<file path="src/rtl/lin_xlate_pkg.sv">
// Shared constants for the linear-table translator: FSM states,
// register word indices and control bit positions.
package lin_xlate_pkg;

    typedef enum logic {XL_IDLE, XL_FETCH} xl_state_e;

    // Register word indices (byte offset >> 2); software depends on them
    localparam logic [3:0] RW_VERSION = 4'h0;
    localparam logic [3:0] RW_CTRL    = 4'h1;
    localparam logic [3:0] RW_FLUSH   = 4'h2;
    localparam logic [3:0] RW_TBASE   = 4'h4;
    localparam logic [3:0] RW_DFLT_RD = 4'h5;
    localparam logic [3:0] RW_DFLT_WR = 4'h6;
    localparam logic [3:0] RW_FIRST   = 4'h7;
    localparam logic [3:0] RW_SPAN    = 4'h8;

    localparam int CTRL_ON   = 0;
    localparam int CTRL_GATE = 1;
    localparam int CTRL_BYP  = 4;

    localparam logic [7:0] LAYOUT_ID = 8'h01;

endpackage

</file>
<file path="src/rtl/lin_xlate_regs.sv">
// Configuration register file.
// Holds control bits and the page-number registers, decodes the flush
// strobe and serves combinational read data.
// Assumes reg_addr is a byte offset; bits 1:0 are ignored.
module lin_xlate_regs
    import lin_xlate_pkg::*;
#(
    parameter int PN_W = 20,
    parameter int RA_W = 6
) (
    input  logic            clk,
    input  logic            rst_n,
    input  logic            reg_wr,
    input  logic [RA_W-1:0] reg_addr,
    input  logic [31:0]     reg_wdata,
    output logic [31:0]     reg_rdata,
    output logic            xl_on,
    output logic            byp,
    output logic            flush,
    output logic [PN_W-1:0] base_ppn,
    output logic [PN_W-1:0] first_vpn,
    output logic [PN_W-1:0] vpn_span,
    output logic [PN_W-1:0] dflt_rd,
    output logic [PN_W-1:0] dflt_wr
);
    localparam int PAD = 32 - PN_W;
    localparam int WI_W = RA_W - 2;

    logic [WI_W-1:0] widx;
    logic            ctl_on, ctl_gate, ctl_byp;
    logic            unused_bits;

    assign widx        = reg_addr[RA_W-1:2];
    assign unused_bits = ^{reg_addr[1:0], reg_wdata[31:PN_W]};

    // Capture writes into the control and page registers
    always_ff @(posedge clk) begin
        if (!rst_n) begin
            ctl_on    <= 1'b0;
            ctl_gate  <= 1'b0;
            ctl_byp   <= 1'b0;
            base_ppn  <= '0;
            first_vpn <= '0;
            vpn_span  <= '0;
            dflt_rd   <= '0;
            dflt_wr   <= '0;
        end else if (reg_wr) begin
            if (widx == WI_W'(RW_CTRL)) begin
                ctl_on   <= reg_wdata[CTRL_ON];
                ctl_gate <= reg_wdata[CTRL_GATE];
                ctl_byp  <= reg_wdata[CTRL_BYP];
            end
            if (widx == WI_W'(RW_TBASE))   base_ppn  <= reg_wdata[PN_W-1:0];
            if (widx == WI_W'(RW_DFLT_RD)) dflt_rd   <= reg_wdata[PN_W-1:0];
            if (widx == WI_W'(RW_DFLT_WR)) dflt_wr   <= reg_wdata[PN_W-1:0];
            if (widx == WI_W'(RW_FIRST))   first_vpn <= reg_wdata[PN_W-1:0];
            if (widx == WI_W'(RW_SPAN))    vpn_span  <= reg_wdata[PN_W-1:0];
        end
    end

    // Read multiplexer
    always_comb begin
        reg_rdata = '0;
        if (widx == WI_W'(RW_VERSION)) reg_rdata = {16'h0, LAYOUT_ID, 8'h0};
        if (widx == WI_W'(RW_CTRL))    reg_rdata = {27'h0, ctl_byp, 2'b00, ctl_gate, ctl_on};
        if (widx == WI_W'(RW_TBASE))   reg_rdata = {{PAD{1'b0}}, base_ppn};
        if (widx == WI_W'(RW_DFLT_RD)) reg_rdata = {{PAD{1'b0}}, dflt_rd};
        if (widx == WI_W'(RW_DFLT_WR)) reg_rdata = {{PAD{1'b0}}, dflt_wr};
        if (widx == WI_W'(RW_FIRST))   reg_rdata = {{PAD{1'b0}}, first_vpn};
        if (widx == WI_W'(RW_SPAN))    reg_rdata = {{PAD{1'b0}}, vpn_span};
    end

    assign xl_on = ctl_on & ctl_gate;
    assign byp   = ctl_byp;
    assign flush = reg_wr && (widx == WI_W'(RW_FLUSH));

endmodule

</file>
<file path="src/rtl/lin_xlate_tlb.sv">
// Fully associative page cache with round-robin fill.
// The lookup is combinational; fill and flush act at the clock edge.
// A flush beats a fill in the same cycle and restarts the fill pointer.
// Assumes the caller never fills a page that is already present.
module lin_xlate_tlb #(
    parameter int PN_W  = 20,
    parameter int DEPTH = 4
) (
    input  logic            clk,
    input  logic            rst_n,
    input  logic [PN_W-1:0] look_vpn,
    output logic            hit,
    output logic [PN_W-1:0] hit_ppn,
    input  logic            fill,
    input  logic [PN_W-1:0] fill_vpn,
    input  logic [PN_W-1:0] fill_ppn,
    input  logic            flush
);
    localparam int PTR_W = (DEPTH > 1) ? $clog2(DEPTH) : 1;

    logic [PTR_W-1:0]            ptr;
    logic [DEPTH-1:0]            match;
    logic [DEPTH-1:0][PN_W-1:0]  sel_ppn;

    for (genvar g = 0; g < DEPTH; g++) begin : g_ent
        logic            v_r;
        logic [PN_W-1:0] tag_r, ppn_r;

        // Entry storage: cleared by flush, written when the pointer selects it
        always_ff @(posedge clk) begin
            if (!rst_n) begin
                v_r   <= 1'b0;
                tag_r <= '0;
                ppn_r <= '0;
            end else if (flush) begin
                v_r <= 1'b0;
            end else if (fill && ptr == PTR_W'(g)) begin
                v_r   <= 1'b1;
                tag_r <= fill_vpn;
                ppn_r <= fill_ppn;
            end
        end

        assign match[g]   = v_r && (tag_r == look_vpn);
        assign sel_ppn[g] = match[g] ? ppn_r : '0;
    end

    // Round-robin fill pointer
    always_ff @(posedge clk) begin
        if (!rst_n || flush)
            ptr <= '0;
        else if (fill)
            ptr <= (ptr == PTR_W'(DEPTH - 1)) ? '0 : ptr + 1'b1;
    end

    // Merge the one matching entry's page
    always_comb begin
        hit_ppn = '0;
        for (int i = 0; i < DEPTH; i++) hit_ppn = hit_ppn | sel_ppn[i];
    end

    assign hit = |match;

endmodule

</file>
<file path="src/rtl/lin_xlate.sv">
// Linear-table address translator, top level.
// Handles the window check, the page-cache lookup, a single table-word
// fetch on a miss, redirects to default pages, and bypass.
// Assumes the client holds req_va/req_wr stable while req_valid waits,
// and that memory answers each mem_req with exactly one mem_rvalid.
module lin_xlate
    import lin_xlate_pkg::*;
#(
    parameter int ADDR_W     = 32,
    parameter int PAGE_SHIFT = 12,
    parameter int TLB_DEPTH  = 4,
    parameter int REG_AW     = 6
) (
    input  logic              clk,
    input  logic              rst_n,
    input  logic              reg_wr,
    input  logic [REG_AW-1:0] reg_addr,
    input  logic [31:0]       reg_wdata,
    output logic [31:0]       reg_rdata,
    input  logic              req_valid,
    output logic              req_ready,
    input  logic [ADDR_W-1:0] req_va,
    input  logic              req_wr,
    output logic              rsp_valid,
    output logic [ADDR_W-1:0] rsp_pa,
    output logic              rsp_fault,
    output logic              mem_req,
    output logic [ADDR_W-1:0] mem_addr,
    input  logic              mem_rvalid,
    input  logic [31:0]       mem_rdata
);
    localparam int PN_W = ADDR_W - PAGE_SHIFT;

    xl_state_e         state;
    logic              xl_on, byp, flush;
    logic [PN_W-1:0]   base_ppn, first_vpn, vpn_span, dflt_rd, dflt_wr;
    logic [PN_W-1:0]   vpn, tlb_ppn, red_ppn, fetch_vpn;
    logic [PN_W:0]     rel;
    logic              in_win, tlb_hit, launch, accept, fill, stale;
    logic [ADDR_W-1:0] entry_addr, fetch_addr, nxt_pa;
    logic              nxt_fault;
    logic              unused_hi;

    lin_xlate_regs #(.PN_W(PN_W), .RA_W(REG_AW)) u_regs (
        .clk       (clk),
        .rst_n     (rst_n),
        .reg_wr    (reg_wr),
        .reg_addr  (reg_addr),
        .reg_wdata (reg_wdata),
        .reg_rdata (reg_rdata),
        .xl_on     (xl_on),
        .byp       (byp),
        .flush     (flush),
        .base_ppn  (base_ppn),
        .first_vpn (first_vpn),
        .vpn_span  (vpn_span),
        .dflt_rd   (dflt_rd),
        .dflt_wr   (dflt_wr)
    );

    lin_xlate_tlb #(.PN_W(PN_W), .DEPTH(TLB_DEPTH)) u_tlb (
        .clk      (clk),
        .rst_n    (rst_n),
        .look_vpn (vpn),
        .hit      (tlb_hit),
        .hit_ppn  (tlb_ppn),
        .fill     (fill),
        .fill_vpn (fetch_vpn),
        .fill_ppn (mem_rdata[PN_W-1:0]),
        .flush    (flush)
    );

    assign unused_hi = ^mem_rdata[31:PN_W];

    // Window check and table-word address
    assign vpn        = req_va[ADDR_W-1:PAGE_SHIFT];
    assign rel        = {1'b0, vpn} - {1'b0, first_vpn};
    assign in_win     = !rel[PN_W] && (rel[PN_W-1:0] <= vpn_span);
    assign entry_addr = {base_ppn, {PAGE_SHIFT{1'b0}}} + (ADDR_W'(rel[PN_W-1:0]) << 2);
    assign red_ppn    = req_wr ? dflt_wr : dflt_rd;

    // Handshake: accept at once unless a table read is needed
    assign req_ready = (state == XL_IDLE) && xl_on && (byp || !in_win || tlb_hit);
    assign launch    = (state == XL_IDLE) && xl_on && req_valid && !byp && in_win && !tlb_hit;
    assign accept    = req_valid && req_ready;
    assign fill      = (state == XL_FETCH) && mem_rvalid && !stale && !flush;
    assign mem_req   = (state == XL_FETCH);
    assign mem_addr  = fetch_addr;

    // Result selection: bypass, redirect, or cached page
    always_comb begin
        nxt_fault = 1'b0;
        nxt_pa    = {tlb_ppn, req_va[PAGE_SHIFT-1:0]};
        if (byp) begin
            nxt_pa = req_va;
        end else if (!in_win || tlb_ppn == '0) begin
            nxt_pa    = {red_ppn, req_va[PAGE_SHIFT-1:0]};
            nxt_fault = 1'b1;
        end
    end

    // Response register: one cycle after acceptance
    always_ff @(posedge clk) begin
        if (!rst_n) begin
            rsp_valid <= 1'b0;
            rsp_fault <= 1'b0;
            rsp_pa    <= '0;
        end else begin
            rsp_valid <= accept;
            rsp_fault <= accept && nxt_fault;
            if (accept) rsp_pa <= nxt_pa;
        end
    end

    // Fetch sequencer: launch on a miss, return to idle on data
    always_ff @(posedge clk) begin
        if (!rst_n) begin
            state      <= XL_IDLE;
            fetch_addr <= '0;
            fetch_vpn  <= '0;
        end else if (state == XL_IDLE) begin
            if (launch) begin
                state      <= XL_FETCH;
                fetch_addr <= entry_addr;
                fetch_vpn  <= vpn;
            end
        end else if (mem_rvalid) begin
            state <= XL_IDLE;
        end
    end

    // Mark an in-flight fetch stale when a flush lands on it
    always_ff @(posedge clk) begin
        if (!rst_n || launch)
            stale <= 1'b0;
        else if (flush)
            stale <= 1'b1;
    end

endmodule

</file>
<file path="config.mk">
export PLATFORM = sky130hd
export DESIGN_NAME = lin_xlate
export DESIGN_NICKNAME = d
export VERILOG_FILES = /design/src/rtl/lin_xlate_pkg.sv /design/src/rtl/lin_xlate_regs.sv /design/src/rtl/lin_xlate_tlb.sv /design/src/rtl/lin_xlate.sv
export SDC_FILE = /design/constraint.sdc
export NUM_CORES = 1
export LEC_CHECK = 0
export BUFFER_PORTS_ARGS = -buffer_cell sky130_fd_sc_hd__clkbuf_2
export CORE_AREA = 5 5 298 227
export CTS_CLUSTER_DIAMETER = 50
export CTS_CLUSTER_SIZE = 40
export DETAILED_ROUTE_END_ITERATION = 10
export DIE_AREA = 0 0 303 232
export PLACE_DENSITY_LB_ADDON = 0.25
export SLEW_MARGIN = 5
export SYNTH_ARGS = -nofsm -noshare
export SYNTH_HDL_FRONTEND = slang
export SYNTH_SLANG_ARGS = --single-unit
export TNS_END_PERCENT = 5
</file>
<file path="constraint.sdc">
create_clock -name clk -period 15.2 [get_ports clk]
set_input_delay 2.28 -clock clk [delete_from_list [all_inputs] [get_ports clk]]
set_output_delay 2.28 -clock clk [all_outputs]
set_load 0.005 [all_outputs]
</file>
==> results of run 1 <==
[power groups by stage]
stage | clock, mW | sequential [mW] | combinational, mW
floorplan | 0 | 0.957 | 0.113
global placement | 0 | 0.958 | 0.166
detailed placement | 0 | 0.958 | 0.168
CTS | 0.975 | 0.936 | 0.169
global route | 1.01 | 0.936 | 0.186
finish | 0.949 | 0.936 | 0.171
[worst max-delay path, cell delays in order]
cell and delay [ns]:
sky130_fd_sc_hd__clkbuf_2 0.18, sky130_fd_sc_hd__inv_1 0.14, sky130_fd_sc_hd__ha_1 0.18, sky130_fd_sc_hd__inv_1 0.06
sky130_fd_sc_hd__fa_1 0.43, sky130_fd_sc_hd__a211oi_1 0.27, sky130_fd_sc_hd__nor2_1 0.13, sky130_fd_sc_hd__o22a_1 0.29
sky130_fd_sc_hd__a211oi_2 0.49, sky130_fd_sc_hd__nand2_1 0.10, sky130_fd_sc_hd__a31oi_1 0.31, sky130_fd_sc_hd__xnor2_1 0.14
sky130_fd_sc_hd__ha_1 0.32, sky130_fd_sc_hd__nand4_1 0.13, sky130_fd_sc_hd__nor4_1 0.47, sky130_fd_sc_hd__a221oi_1 0.16
sky130_fd_sc_hd__o21ai_0 0.11, sky130_fd_sc_hd__o21a_1 0.16, sky130_fd_sc_hd__a211o_1 0.61, sky130_fd_sc_hd__nor2_1 0.15
sky130_fd_sc_hd__nor3_1 0.24, sky130_fd_sc_hd__clkbuf_2 0.18
[flip-flops by register name (all words and copies together) (netlist names), 2 cells and up]
register	count
fetch_vpn	20
u_regs.dflt_rd	20
mem_addr	30
u_tlb.g_ent.tag_r	80
u_tlb.g_ent.ppn_r	80
u_regs.vpn_span	20
u_regs.dflt_wr	20
u_tlb.ptr	2
rsp_pa	32
u_tlb.g_ent.v_r	4
u_regs.first_vpn	20
u_regs.base_ppn	20
[per-stage QoR]
stage / setup WS, ns / total power, mW / utilization (%)
2_1_floorplan: 7.01 / 1.07 / -
3_3_place_gp: 5.57 / 1.12 / 30.6
3_5_place_dp: 5.48 / 1.13 / 30.6
4_1_cts: 5.37 / 2.08 / 32.6
5_1_grt: 4.90 / 2.13 / 32.6
6_report: 5.39 / 2.06 / 32.6
[cell type report]
type	instances	area (µm²)	share of cell area (%)
inverter	53	199	0.948
sequential	355	7110	33.9
multi-input combinational	1645	10300	49.2
tap	871	1090	5.19
clock buffer	40	957	4.56
timing repair buffer	191	1020	4.88
clock inverter	22	288	1.37
[worst max-delay path by stage]
stage	to	slack [ns]	cells past startpoint
2_1_floorplan	req_ready	7.01	22
3_3_place_gp	req_ready	5.57	22
3_5_place_dp	req_ready	5.48	22
4_1_cts	req_ready	5.37	22
5_1_grt	req_ready	4.90	22
6_report	req_ready	5.39	22
[logic make-up (layout without fill, tap and decap cells)]
family	after synthesis	in the layout	synth area share, %
XOR/XNOR	110	110	5.22
other	1	14	0.0203
adder cells (fa/ha/maj)	56	56	3.88
AO/OA/AOI/OAI	494	494	20.0
AND/OR/NAND/NOR	869	869	20.7
flip-flops	355	355	38.5
multiplexers	102	102	5.54
buffers and inverters	235	306	6.23
[cells in the final DEF (no fill, tap or decap), types with 6 or more instances in the layout]
cell	count
sky130_fd_sc_hd__nand2_1	570
sky130_fd_sc_hd__dfxtp_1	355
sky130_fd_sc_hd__a21boi_0	264
sky130_fd_sc_hd__clkbuf_2	166
sky130_fd_sc_hd__mux2i_1	101
sky130_fd_sc_hd__xnor2_1	95
sky130_fd_sc_hd__nand3_1	81
sky130_fd_sc_hd__nor2_1	63
sky130_fd_sc_hd__nor2b_1	58
sky130_fd_sc_hd__ha_1	54
sky130_fd_sc_hd__inv_1	52
sky130_fd_sc_hd__a21oi_1	38
sky130_fd_sc_hd__clkbuf_16	37
sky130_fd_sc_hd__nand4_1	36
sky130_fd_sc_hd__a21o_1	34
sky130_fd_sc_hd__o21ai_0	30
sky130_fd_sc_hd__a211oi_1	29
sky130_fd_sc_hd__buf_4	24
sky130_fd_sc_hd__a22oi_1	19
sky130_fd_sc_hd__xor2_1	15
sky130_fd_sc_hd__o221a_1	15
sky130_fd_sc_hd__conb_1	14
sky130_fd_sc_hd__and2_1	13
sky130_fd_sc_hd__o21a_1	12
sky130_fd_sc_hd__o211a_1	11
sky130_fd_sc_hd__nor3_1	9
sky130_fd_sc_hd__a22o_1	7
sky130_fd_sc_hd__a211oi_2	6
sky130_fd_sc_hd__and3_1	6
sky130_fd_sc_hd__inv_6	6
[routing by layer]
metal  vias to the layer above  global-route usage, %  wire [µm]
li1                       7626                      -          -
met1                      7599                   27.3      31100
met2                       568                   26.3      27100
met3                        72                   4.16       5680
met4                         2                   3.78       1300
met5                         -                      0         13
==> impl_metrics.prom, run 1 <==
# TYPE chip_impl_metric gauge
chip_impl_info{name="worst_hold_startpoint",value="u_tlb.g_ent[1].v_r"} 1
chip_impl_info{name="synthTopCellsByCount",value="sky130_fd_sc_hd__nand2_1 (570), sky130_fd_sc_hd__dfxtp_1 (355), sky130_fd_sc_hd__a21boi_0 (264), sky130_fd_sc_hd__clkbuf_1 (107), sky130_fd_sc_hd__mux2i_1 (101)"} 1
chip_impl_metric{name="diodes",unit=""} 0
chip_impl_metric{name="core_area",unit="µm²"} 64500
chip_impl_metric{name="cts_repair_resize_count",unit=""} 0
chip_impl_metric{name="detailed_placement_wirelength_estimate",unit="µm"} 46300
chip_impl_metric{name="final_hold_viol_count",unit=""} 0
chip_impl_metric{name="antenna_violations_before_repair",unit=""} 1
chip_impl_metric{name="antenna_left",unit=""} 0
chip_impl_metric{name="count_of_routing_violations_after_the_opening_detailed_route_iteration",unit=""} 1246
chip_impl_info{name="clock_tree_root",value="sky130_fd_sc_hd__clkbuf_16"} 1
chip_impl_info{name="synth_top_cells_by_area",value="sky130_fd_sc_hd__dfxtp_1 (38%), sky130_fd_sc_hd__nand2_1 (12%), sky130_fd_sc_hd__a21boi_0 (11%), sky130_fd_sc_hd__mux2i_1 (5.5%), sky130_fd_sc_hd__xnor2_1 (4.5%)"} 1
chip_impl_metric{name="remaining_drc_errors",unit=""} 0
chip_impl_metric{name="wl_per_cell",unit="µm"} 20.5
chip_impl_metric{name="die_h",unit="µm"} 232
chip_impl_metric{name="share_of_final_layout_standard_cells_stronger_than_drive_strength_1",unit="%"} 12.0
chip_impl_metric{name="worstPathMaxFanout",unit=""} 19
chip_impl_metric{name="power.leakage",unit="nW"} 7.44
chip_impl_metric{name="max_slew.worst_pin.slew",unit="ns"} 1.23
chip_impl_metric{name="synth.distinct_cells",unit=""} 64
chip_impl_metric{name="clk_latency",unit="ns"} 0.55
chip_impl_metric{name="routed_via_density",unit=""} 4.99
chip_impl_metric{name="chipWidth",unit="µm"} 303
chip_impl_metric{name="finalMaxSlewViolations",unit=""} 0
chip_impl_info{name="worstHoldPathType",value="register to register"} 1
chip_impl_metric{name="final_count_of_negative_setup_slack_endpoints",unit=""} 0
chip_impl_metric{name="first_pass_grt_wire_length",unit="µm"} 97600
chip_impl_metric{name="longest_clk_path_bufs",unit=""} 3
chip_impl_metric{name="finalSetupTns",unit="ns"} 0
chip_impl_metric{name="holdWs",unit="ns"} 0.465
chip_impl_metric{name="cts_hold_buf",unit=""} 0
chip_impl_metric{name="design_area",unit="µm²"} 21000
chip_impl_metric{name="nFillCells",unit=""} 6790
chip_impl_metric{name="fp-row-count",unit=""} 81
chip_impl_metric{name="r2r.worst_path.cells",unit=""} 20
chip_impl_metric{name="required",unit="ns"} 12.92
chip_impl_metric{name="async_flop_share",unit="%"} 0
chip_impl_metric{name="wl",unit="µm"} 65200
chip_impl_metric{name="gp_congestion",unit=""} 0.878
chip_impl_metric{name="internal-power",unit="mW"} 1.51
chip_impl_info{name="critical_path.reg2reg.endpoint",value="mem_addr[22]"} 1
chip_impl_metric{name="instances_no_fill",unit=""} 3177
chip_impl_metric{name="post_synth.cell_area_avg",unit="µm²"} 8.31
chip_impl_metric{name="grtUsageTotal",unit="%"} 18.1
chip_impl_info{name="timing.critical_path.from_type",value="input pin"} 1
chip_impl_metric{name="initial_core_util",unit="%"} 28.6
chip_impl_metric{name="cts_made_buffers",unit=""} 34
chip_impl_metric{name="synth_enable_flop_cells",unit=""} 0
chip_impl_info{name="setup.worst_path.class",value="input pin to output pin"} 1
chip_impl_metric{name="synth-seq-area-share",unit="%"} 38.5
chip_impl_metric{name="switching_power",unit="µW"} 549
chip_impl_metric{name="finalWorstPathRequiredPeriod",unit="ns"} 9.81
chip_impl_info{name="setup.worst_path.start",value="req_va[12]"} 1
chip_impl_info{name="worst_hold_path.endpoint",value="u_tlb.g_ent[1].v_r"} 1
chip_impl_metric{name="sequentialPowerShare",unit="%"} 45.5
chip_impl_metric{name="placed_area",unit="µm²"} 19700
chip_impl_metric{name="reg2reg_slack",unit="ns"} 8.59
chip_impl_metric{name="syn_inst",unit=""} 2222
chip_impl_metric{name="post_synth_instance_area",unit="µm²"} 18500
chip_impl_metric{name="timing.slew.headroom",unit="%"} 17.8
chip_impl_metric{name="detail_route.first_pass.iterations",unit=""} 5
chip_impl_metric{name="power_frac_comb",unit="%"} 8.3
chip_impl_metric{name="clock_power_share",unit="%"} 46.2
chip_impl_metric{name="synth_largest_type_area_fraction",unit="%"} 38.5
chip_impl_metric{name="arrival",unit="ns"} 7.53
chip_impl_metric{name="maxCapViolCount",unit=""} 0
chip_impl_info{name="synth-main-ff-cell",value="sky130_fd_sc_hd__dfxtp_1"} 1
chip_impl_metric{name="io-pin-count",unit=""} 208
chip_impl_metric{name="placed_cells",unit=""} 3115
chip_impl_metric{name="flow.area_growth_from_synthesis",unit="%"} 13.6
chip_impl_metric{name="final.setup_skew",unit="ns"} 0.0278
chip_impl_info{name="synth.most_common_cell",value="sky130_fd_sc_hd__nand2_1"} 1
chip_impl_metric{name="route.vias.total",unit=""} 15900
chip_impl_metric{name="yosys_warnings",unit=""} 0
chip_impl_info{name="clock_tree_from_tritoncts",value="built"} 1
chip_impl_metric{name="vias_in_the_first_global_route",unit=""} 15200
chip_impl_metric{name="synth.ff_latch_count",unit=""} 355
chip_impl_metric{name="grt_start_max_net_pins",unit=""} 159
chip_impl_metric{name="clock.fmax",unit="MHz"} 102
chip_impl_metric{name="clk_pin_slew_worst_paths",unit="ns"} 0.08
chip_impl_metric{name="worst_ir_drop_vdd",unit="mV"} 0.0675
chip_impl_info{name="rsz0062_at_grt",value="false"} 1
chip_impl_info{name="synth.largest_area_cell",value="sky130_fd_sc_hd__dfxtp_1"} 1
chip_impl_metric{name="finalNetCount",unit=""} 2444
chip_impl_metric{name="netSwitchingFraction",unit="%"} 26.7
chip_impl_metric{name="fp.dieArea",unit="µm²"} 70300
chip_impl_metric{name="post-cts-setup-buffers",unit=""} 0
chip_impl_info{name="cp-end-kind",value="output pin"} 1
chip_impl_info{name="regToRegStartpoint",value="u_regs.first_vpn[0]"} 1
chip_impl_metric{name="cts-htree-levels",unit=""} 2
chip_impl_metric{name="numPortBuffers",unit=""} 167
chip_impl_metric{name="power_density",unit="nW/µm²"} 98.0
chip_impl_info{name="status",value="finished clean"} 1
chip_impl_metric{name="global_route.overflow_total",unit=""} 0
chip_impl_metric{name="tritoncts_num_sinks",unit=""} 355
chip_impl_metric{name="post-route-period-util",unit="%"} 64.5
chip_impl_metric{name="whs_path_depth",unit=""} 2
Power figures use the tool's default switching activity.
==> run 2, diff against run 1 <==
- clock period: 15.2 -> 9.7 ns (I/O delays scaled with it)
==> run 2 against run 1 <==
  * Sequential power up 57%
  * Global-route usage about the same
  * Critical path type unchanged
  * Sequential cell count unchanged
  * Routed wire length up 0.25%
  * Critical path depth unchanged
  * Power up 58%
==> impl_metrics.prom, run 2 (synthesis gave the netlist of run 1 again) <==
# TYPE chip_impl_metric gauge
chip_impl_metric{name="tritoncts_num_sinks",unit=""} 355
chip_impl_metric{name="detailed_placement_wirelength_estimate",unit="µm"} 46400
chip_impl_metric{name="die_h",unit="µm"} 232
chip_impl_metric{name="global_route.overflow_total",unit=""} 0
chip_impl_metric{name="chipWidth",unit="µm"} 303
chip_impl_info{name="clock_tree_root",value="sky130_fd_sc_hd__clkbuf_16"} 1
chip_impl_info{name="cp-end-kind",value="output pin"} 1
chip_impl_metric{name="finalWorstPathRequiredPeriod",unit="ns"} 7.93
chip_impl_metric{name="post-cts-setup-buffers",unit=""} 0
chip_impl_metric{name="finalMaxSlewViolations",unit=""} 0
chip_impl_metric{name="grt_start_max_net_pins",unit=""} 138
chip_impl_metric{name="power_density",unit="nW/µm²"} 155
chip_impl_metric{name="fp-row-count",unit=""} 81
chip_impl_metric{name="setup_ws",unit="ns"} 1.77
chip_impl_metric{name="longest_clk_path_bufs",unit=""} 3
chip_impl_metric{name="gr-usage-met3",unit="%"} 4.10
chip_impl_metric{name="cts_repair_resize_count",unit=""} 0
chip_impl_metric{name="antenna_left",unit=""} 0
chip_impl_metric{name="placed_cells",unit=""} 3114
chip_impl_info{name="clock_tree_from_tritoncts",value="built"} 1
chip_impl_metric{name="final.setup_skew",unit="ns"} 0.0323
chip_impl_metric{name="internal-power",unit="mW"} 2.38
chip_impl_metric{name="power.leakage",unit="nW"} 7.45
chip_impl_metric{name="clk_latency",unit="ns"} 0.57
chip_impl_metric{name="count_of_routing_violations_after_the_opening_detailed_route_iteration",unit=""} 1288
chip_impl_metric{name="gp_congestion",unit=""} 0.898
chip_impl_info{name="worstHoldPathType",value="register to register"} 1
chip_impl_info{name="timing.critical_path.from_type",value="input pin"} 1
chip_impl_metric{name="clock_power_share",unit="%"} 46.8
chip_impl_metric{name="max_slew.worst_pin.slew",unit="ns"} 1.19
chip_impl_metric{name="instances_no_fill",unit=""} 3179
chip_impl_info{name="top_usage_layer",value="met1"} 1
chip_impl_metric{name="worstPathMaxFanout",unit=""} 19
chip_impl_metric{name="wl",unit="µm"} 65400
chip_impl_metric{name="power_frac_comb",unit="%"} 8.2
chip_impl_info{name="setup.worst_path.class",value="input pin to output pin"} 1
chip_impl_metric{name="numPortBuffers",unit=""} 167
chip_impl_metric{name="required",unit="ns"} 8.25
chip_impl_metric{name="sequentialPowerShare",unit="%"} 45.1
chip_impl_metric{name="wl_per_cell",unit="µm"} 20.6
chip_impl_metric{name="core_area",unit="µm²"} 64500
chip_impl_metric{name="holdWs",unit="ns"} 0.465
chip_impl_info{name="most-common-layout-cells",value="sky130_fd_sc_hd__nand2_1 (570), sky130_fd_sc_hd__dfxtp_1 (355), sky130_fd_sc_hd__a21boi_0 (264)"} 1
chip_impl_metric{name="finalNetCount",unit=""} 2445
chip_impl_metric{name="netSwitchingFraction",unit="%"} 27.0
chip_impl_metric{name="share_of_final_layout_standard_cells_stronger_than_drive_strength_1",unit="%"} 12.1
chip_impl_metric{name="dpl_worst_slack",unit="ns"} 1.78
chip_impl_metric{name="cts_made_buffers",unit=""} 36
chip_impl_metric{name="detail_route.first_pass.iterations",unit=""} 7
chip_impl_metric{name="arrival",unit="ns"} 6.48
chip_impl_info{name="largest_registers_ranked_by_flip_flop_count",value="u_tlb.g_ent.ppn_r x80, u_tlb.g_ent.tag_r x80, rsp_pa x32"} 1
chip_impl_metric{name="routed_via_density",unit=""} 5.00
chip_impl_metric{name="clock.fmax",unit="MHz"} 126
chip_impl_metric{name="worst_ir_drop_vdd",unit="mV"} 0.0869
chip_impl_metric{name="finalSetupTns",unit="ns"} 0
chip_impl_metric{name="global_route.usage.met2",unit="%"} 26.7
chip_impl_metric{name="initial_core_util",unit="%"} 28.6
chip_impl_metric{name="maxCapViolCount",unit=""} 0
chip_impl_info{name="rsz0062_at_grt",value="false"} 1
chip_impl_metric{name="grtUsageTotal",unit="%"} 18.2
chip_impl_metric{name="met1_routing_resource_usage_after_global_routing",unit="%"} 27.3
chip_impl_metric{name="timing.slew.headroom",unit="%"} 20.6
chip_impl_metric{name="fp.dieArea",unit="µm²"} 70300
chip_impl_metric{name="diodes",unit=""} 0
chip_impl_metric{name="clk_pin_slew_worst_paths",unit="ns"} 0.06
chip_impl_info{name="layout.cells.most_common",value="sky130_fd_sc_hd__nand2_1"} 1
chip_impl_metric{name="switching_power",unit="µW"} 878
chip_impl_metric{name="cts_hold_buf",unit=""} 0
chip_impl_metric{name="power.total",unit="mW"} 3.26
chip_impl_metric{name="io-pin-count",unit=""} 208
chip_impl_metric{name="vias_in_the_first_global_route",unit=""} 15100
chip_impl_metric{name="antenna_violations_before_repair",unit=""} 1
chip_impl_metric{name="flow.area_growth_from_synthesis",unit="%"} 13.8
chip_impl_metric{name="post-route-period-util",unit="%"} 81.8
chip_impl_metric{name="first_pass_grt_wire_length",unit="µm"} 98000
chip_impl_metric{name="final_count_of_negative_setup_slack_endpoints",unit=""} 0
chip_impl_metric{name="cts-htree-levels",unit=""} 2
chip_impl_info{name="status",value="finished clean"} 1
chip_impl_metric{name="final_hold_viol_count",unit=""} 0
chip_impl_metric{name="route.vias.total",unit=""} 15900
chip_impl_metric{name="remaining_drc_errors",unit=""} 0
==> run 2: worst paths after layout <==
path,from,endpoint,slack (ns),depth (start not counted)
setup / recovery,req_va[12],req_ready,1.77,22
hold reg to reg,u_tlb.g_ent[1].v_r,u_tlb.g_ent[1].v_r,0.47,2
hold / removal,u_tlb.g_ent[1].v_r,u_tlb.g_ent[1].v_r,0.47,2
setup reg to reg,u_regs.first_vpn[1],rsp_pa[31],3.38,22
==> run 2: metal layers <==
metal,wire length (µm),share of wire (%)
met1,31500,48
met2,27500,42
met3,5350,8.2
met4,921,1.4
met5,0,0
==> run 2: final cells by class <==
type | count | area, µm²
timing repair buffer | 190 | 1030
inverter | 53 | 199
sequential | 355 | 7110
multi-input combinational | 1645 | 10300
clock buffer | 38 | 928
fill | 6762 | 43400
clock inverter | 27 | 345
tap | 871 | 1090
==> run 2: worst max-delay path, cell delays in order <==
cell	delay, ns
sky130_fd_sc_hd__clkbuf_2	0.18
sky130_fd_sc_hd__inv_1	0.14
sky130_fd_sc_hd__ha_1	0.18
sky130_fd_sc_hd__inv_1	0.06
sky130_fd_sc_hd__fa_1	0.41
sky130_fd_sc_hd__a211oi_1	0.22
sky130_fd_sc_hd__nor2_1	0.10
sky130_fd_sc_hd__o22a_1	0.29
sky130_fd_sc_hd__a211oi_2	0.45
sky130_fd_sc_hd__nand2_1	0.11
sky130_fd_sc_hd__a31oi_1	0.28
sky130_fd_sc_hd__xnor2_1	0.15
sky130_fd_sc_hd__ha_1	0.33
sky130_fd_sc_hd__nand4_1	0.14
sky130_fd_sc_hd__nor4_1	0.44
sky130_fd_sc_hd__a221oi_1	0.15
sky130_fd_sc_hd__o21ai_0	0.10
sky130_fd_sc_hd__o21a_1	0.15
sky130_fd_sc_hd__a211o_1	0.60
sky130_fd_sc_hd__nor2_1	0.15
sky130_fd_sc_hd__nor3_1	0.20
sky130_fd_sc_hd__clkbuf_2	0.18
==> run 2: metrics by stage <==
step / utilization (%) / instance area (µm²)
after floorplan: - / 18500
after global placement: 30.6 / 19700
after detailed placement: 30.6 / 19700
after CTS: 32.6 / 21000
after global routing: 32.6 / 21000
final: 32.6 / 21000
==> run 2: power groups by stage <==
| stage | Combinational (mW) | Clock [mW] | Sequential (mW) |
|---|---|---|---|
| final | 0.266 | 1.52 | 1.47 |
| after global routing | 0.289 | 1.62 | 1.47 |
| after CTS | 0.264 | 1.57 | 1.47 |
| after detailed placement | 0.263 | 0 | 1.50 |
| after global placement | 0.259 | 0 | 1.50 |
| after floorplan | 0.177 | 0 | 1.50 |
